<file path="src/rtl/fb_pkg.sv">
package fb_pkg;
  typedef enum logic {
    FB_EARLY = 1'b0,
    FB_LATE  = 1'b1
  } fb_variant_e;

  localparam int unsigned FB_SLOTS = 4;
endpackage

</file>
<file path="src/rtl/fb_window.sv">
module fb_window #(
  parameter int unsigned LINE_W       = 9,
  parameter int unsigned POS_W        = 9,
  parameter int unsigned ACTIVE_LINES = 192,
  parameter int unsigned ACTIVE_POS   = 256,
  parameter int unsigned GAP_BIT      = 3,
  parameter int unsigned IDX_W        = 2
) (
  input  logic [LINE_W-1:0] line_i,
  input  logic [POS_W-1:0]  hpos_i,
  output logic              active_o,
  output logic [IDX_W-1:0]  idx_o
);
  logic line_ok, pos_ok, in_burst;

  always_comb begin
    line_ok  = line_i < LINE_W'(ACTIVE_LINES);
    pos_ok   = hpos_i < POS_W'(ACTIVE_POS);
    in_burst = ~hpos_i[GAP_BIT];
    active_o = line_ok & pos_ok & in_burst;
    // half-cycle pairs step through the slots
    idx_o    = hpos_i[IDX_W:1];
  end
endmodule

</file>
<file path="src/rtl/fb_history.sv">
module fb_history #(
  parameter int unsigned DATA_W = 8,
  parameter int unsigned SLOTS  = 4,
  localparam int unsigned IDX_W = $clog2(SLOTS)
) (
  input  logic                         clk_i,
  input  logic                         rst_ni,
  input  logic                         we_i,
  input  logic [IDX_W-1:0]             slot_i,
  input  logic [DATA_W-1:0]            data_i,
  output logic [SLOTS-1:0][DATA_W-1:0] hist_o
);
  logic [SLOTS-1:0][DATA_W-1:0] hist_q;

  for (genvar g = 0; g < SLOTS; g++) begin : g_slot
    always_ff @(posedge clk_i or negedge rst_ni) begin
      if (!rst_ni) hist_q[g] <= '1;
      else if (we_i && slot_i == IDX_W'(g)) hist_q[g] <= data_i;
    end
  end

  assign hist_o = hist_q;

  p_hist_hold_r8: assert property (@(posedge clk_i) disable iff (!rst_ni)
    !we_i |=> $stable(hist_q));
  p_hist_load_r8: assert property (@(posedge clk_i) disable iff (!rst_ni)
    we_i |=> hist_q[$past(slot_i)] == $past(data_i));
endmodule

</file>
<file path="src/rtl/fb_idle.sv">
module fb_idle #(
  parameter int unsigned DATA_W = 8
) (
  input  logic              clk_i,
  input  logic              rst_ni,
  input  logic              access_i,
  input  logic              contended_i,
  input  logic [DATA_W-1:0] data_i,
  output logic [DATA_W-1:0] last_o
);
  logic [DATA_W-1:0] last_q;
  logic              load;

  assign load = access_i & contended_i;

  always_ff @(posedge clk_i or negedge rst_ni) begin
    if (!rst_ni)   last_q <= '1;
    else if (load) last_q <= data_i;
  end

  assign last_o = last_q;

  p_idle_hold_r7: assert property (@(posedge clk_i) disable iff (!rst_ni)
    !(access_i && contended_i) |=> $stable(last_q));
  p_idle_load_r7: assert property (@(posedge clk_i) disable iff (!rst_ni)
    (access_i && contended_i) |=> last_q == $past(data_i));
endmodule

</file>
<file path="src/rtl/float_bus_gen.sv">
module float_bus_gen
  import fb_pkg::*;
#(
  parameter int unsigned DATA_W       = 8,
  parameter int unsigned LINE_W       = 9,
  parameter int unsigned POS_W        = 9,
  parameter int unsigned ACTIVE_LINES = 192,
  parameter int unsigned ACTIVE_POS   = 256,
  parameter int unsigned GAP_BIT      = 3,
  localparam int unsigned IDX_W       = $clog2(FB_SLOTS)
) (
  input  logic              clk_i,
  input  logic              rst_ni,
  input  logic              variant_i,
  input  logic [LINE_W-1:0] line_i,
  input  logic [POS_W-1:0]  hpos_i,
  input  logic              fetch_we_i,
  input  logic [IDX_W-1:0]  fetch_slot_i,
  input  logic [DATA_W-1:0] fetch_data_i,
  input  logic              cpu_access_i,
  input  logic              cpu_contended_i,
  input  logic [DATA_W-1:0] cpu_data_i,
  output logic [DATA_W-1:0] float_o
);
  fb_variant_e                     variant;
  logic                            active;
  logic [IDX_W-1:0]                idx;
  logic [FB_SLOTS-1:0][DATA_W-1:0] hist;
  logic [DATA_W-1:0]               last;
  logic [DATA_W-1:0]               fetch_byte, idle_byte;

  assign variant = fb_variant_e'(variant_i);

  fb_window #(
    .LINE_W(LINE_W), .POS_W(POS_W), .ACTIVE_LINES(ACTIVE_LINES),
    .ACTIVE_POS(ACTIVE_POS), .GAP_BIT(GAP_BIT), .IDX_W(IDX_W)
  ) u_window (
    .line_i(line_i), .hpos_i(hpos_i), .active_o(active), .idx_o(idx)
  );

  fb_history #(.DATA_W(DATA_W), .SLOTS(FB_SLOTS)) u_history (
    .clk_i(clk_i), .rst_ni(rst_ni), .we_i(fetch_we_i),
    .slot_i(fetch_slot_i), .data_i(fetch_data_i), .hist_o(hist)
  );

  fb_idle #(.DATA_W(DATA_W)) u_idle (
    .clk_i(clk_i), .rst_ni(rst_ni), .access_i(cpu_access_i),
    .contended_i(cpu_contended_i), .data_i(cpu_data_i), .last_o(last)
  );

  always_comb begin
    fetch_byte = hist[idx];
    idle_byte  = '1;
    if (variant == FB_LATE) begin
      fetch_byte[0] = 1'b1;
      idle_byte     = last;
    end
    float_o = active ? fetch_byte : idle_byte;
  end

  p_late_bit0_r5: assert property (@(posedge clk_i) disable iff (!rst_ni)
    (variant_i && active) |-> float_o[0]);
  p_early_idle_r6: assert property (@(posedge clk_i) disable iff (!rst_ni)
    (!variant_i && !active) |-> float_o == '1);
  p_off_line_r1: assert property (@(posedge clk_i) disable iff (!rst_ni)
    (line_i >= LINE_W'(ACTIVE_LINES)) |-> !active);
  p_gap_r3: assert property (@(posedge clk_i) disable iff (!rst_ni)
    hpos_i[GAP_BIT] |-> !active);
endmodule

</file>
<file path="config.mk">
export PLATFORM = sky130hd
export DESIGN_NAME = float_bus_gen
export DESIGN_NICKNAME = d
export VERILOG_FILES = /design/src/rtl/fb_pkg.sv /design/src/rtl/fb_window.sv /design/src/rtl/fb_history.sv /design/src/rtl/fb_idle.sv /design/src/rtl/float_bus_gen.sv
export SDC_FILE = /design/constraint.sdc
export NUM_CORES = 1
export LEC_CHECK = 0
export ABC_AREA = 1
export BUFFER_PORTS_ARGS = -buffer_cell sky130_fd_sc_hd__buf_2
export CORE_UTILIZATION = 49
export DETAILED_ROUTE_END_ITERATION = 16
export HOLD_SLACK_MARGIN = 0.1
export PLACE_DENSITY_LB_ADDON = 0.15
export SYNTH_ARGS = -nofsm -noshare
export SYNTH_HDL_FRONTEND = slang
export SYNTH_HIERARCHICAL = 1
export SYNTH_SLANG_ARGS = --single-unit
</file>
<file path="constraint.sdc">
create_clock -name clk_i -period 1.1 [get_ports clk_i]
set_input_delay 0.22 -clock clk_i [delete_from_list [all_inputs] [get_ports clk_i]]
set_output_delay 0.22 -clock clk_i [all_outputs]
set_load 0.05 [all_outputs]
</file>
==> run metrics <==
CP Max Fanout 2; reg2reg path depth 4; Synth area leaders dfstp_2 44%, nand2_1 23%, nand4_1 6.3%; most frequent cells in the layout 121 x nand2_1, 40 x dfstp_2, 30 x buf_2; sequential power share 46.2%; switching pwr 1330 uW; Lkg Pwr 0.00149 uW; Worst-Margin Slew 0.352 ns; vias in the first global route 2039; simple-gate area share of the yosys netlist 41.2%; adder-cell share of the synthesized area 0%; failing checks negative setup slack; first-pass GRT wire length 9.52 mm; CTS Root Cell clkbuf_8; count of final setup violators 8; Clk pwr share 27.0%; Mapped Area 2370 um^2; R2R Path End u_history/hist_o[22]; Final Power 4350 uW; H-tree depth 2; Worst Hold Depth 3; min Tclk post-route 1.58 ns; pwr dens 1460 nW/um^2; drc violations 0; core footprint 4500 um^2; Hold Slack 0.141 ns; via-per-instance ratio 5.17; final setup margin -0.481 ns; largest net degree at the start of global routing 31; clk slew on worst S/H paths 0.07 ns; Initial DRC Count 99; clock sinks 40; WS Path Type reg2out; Hold Crit Start cpu_data_i[0]; GP Congestion 0.837; CP Launch Type flop; Remaining Overflow, GRT 0; DIE HEIGHT 71.6 um; CTS buffer count 5; status complete, but fails checks; num rows 24; R2R Path Start u_history/hist_o[22]; Hold Path Class in2reg; arrival time worst endpoint 1.36 ns; TritonCTS clock tree yes; Fin. Hold Viols 0; io pins 50; Power Internal 3030 uW; Initial Util 52.6%; drt total wl 5.57 mm; drt first pass iters 4; area share of the largest cell type after synthesis 44.3%; NumNets Final 390; hold worst-path end u_idle/last_o[0]; Sw Share 30.5%; slew margin rel. 76.3%; share of layout cells above drive strength 1 47.0%; skew final 0 ns; Syn. warnings 6; multiplexer area fraction after synthesis 0%; chip width 71.6 um; R2R setup slack 0.21 ns; area fraction in compound gates after synthesis 1.48%; Yosys reg bits 40; final max-slew violation count 0; Post-Synth XOR/XNOR Area 0%; commonest non-fill, non-tap cell in the layout nand2_1; Antenna diodes 0; clock buffer depth 2; Area Growth Syn to Fin 25.6%; Peak VDD IR 0.845 mV; GR Util All Layers 24.3%; die area 5120 um^2; MaxCap Viol Count 0; Detail Placement HPWL 4.17 mm; Tcrit/Tclk final 144%; Worst EP required 0.88 ns; CP Capture Type output pin; post-route ant nets 0; Seq/Total Area, Yosys 44.3%; syn_nets 341; Peak Freq 633 MHz; wire per inst 13.9 um; Distinct cells, synth 19; port bufs 38; Mapped Cells 299; combinational share of power 26.8%; largest family of logic cells by synthesized area simple AND/OR/NAND/NOR gates; worst skew pair latency 0.29 ns; largest area contributor in the netlist dfstp_2; mean area per synthesized cell 7.93 um^2; via count 2075; initial antenna violation count 0; RSZ-0062 raised after global routing yes
[kinds of logic after synthesis]
group                  after synthesis
buffers and inverters               42
AO/OA/AOI/OAI                        7
AND/OR/NAND/NOR                    210
flip-flops                          40
[through the flow]
| step | cells | TNS, ns | worst slack, ns | area (um^2) | util (%) |
|---|---|---|---|---|---|
| after floorplan | 299 | -0.874 | -0.234 | 2430 | - |
| after global placement | 384 | -2.34 | -0.322 | 2640 | 58.6 |
| after detailed placement | 384 | -2.51 | -0.363 | 2640 | 58.6 |
| after CTS | 395 | -3.86 | -0.511 | 2880 | 64.0 |
| after global routing | 401 | -4.29 | -0.551 | 2980 | 66.1 |
| final | 401 | -3.73 | -0.481 | 2980 | 66.1 |
[power groups by stage]
stage               registers [uW]  clock network [uW]  logic, uW
floorplan                     1960                   0        729
global placement              2010                   0        942
detailed placement            2020                   0        957
CTS                           2000                1210       1080
global route                  2040                1250       1300
finish                        2010                1180       1170
[cell usage after synthesis]
cell type    n
buf_4        4
buf_6       12
buf_8        1
bufinv_8     2
dfstp_2     40
inv_1       22
inv_8        1
nand2_1    147
nand2_2      3
nand2_4      1
nand2_8      1
nand3_1     26
nand3_4      3
nand3b_1     1
nand4_1     24
nor2_1       2
nor2_2       1
nor2_8       1
o21ai_0      7
[worst max-delay path, stage by stage, from the launching register on]
cell     delay (ns)
dfstp_2        0.55
inv_2          0.04
nand2_2        0.06
nand3_2        0.08
nand2_2        0.07
nand2_2        0.06
nand2_4        0.06
buf_8          0.14
[worst max-delay path by stage]
stage                                    start         end  slack [ns]  cells after the start
after floorplan                      hpos_i[1]  float_o[0]       -0.23                      9
after global placement               line_i[8]  float_o[2]       -0.32                      9
after detailed placement             line_i[8]  float_o[0]       -0.36                     10
after CTS                  u_history/hist_o[0]  float_o[0]       -0.51                      7
after global routing      u_history/hist_o[11]  float_o[3]       -0.55                      7
final                     u_history/hist_o[27]  float_o[3]       -0.48                      7
[registers in the layout (all words and copies together), names as in the netlist]
| name | cells |
|---|---|
| u_idle/last_o | 8 |
| u_history/hist_o | 32 |
[layout make-up]
| class | count | area [um^2] |
|---|---|---|
| Timing Repair Buffer | 59 | 480 |
| Multi-Input combinational cell | 217 | 1140 |
| Fill cell | 383 | 1530 |
| Tap cell | 52 | 65.1 |
| Clock inverter | 2 | 35.0 |
| Clock buffer | 6 | 72.6 |
| Sequential cell | 40 | 1050 |
| Inverter | 25 | 133 |
[timing repair]
item                                    in CTS  in global routing
hold buffers                                 1                  0
gates resized for setup                     38                 23
endpoints found under the setup margin       8                  8
pin swaps                                   14                 14
buffers inserted                             2                  6
hold endpoints to repair                    10                  0
[metal layers]
layer,vias to the layer above,wire [um],global-route usage [%]
li1,1045,-,-
met1,965,2620,33.5
met2,59,2640,39.6
met3,6,255,4.36
met4,0,65,7.19
met5,-,0,0
Power figures use the tool's default switching activity.
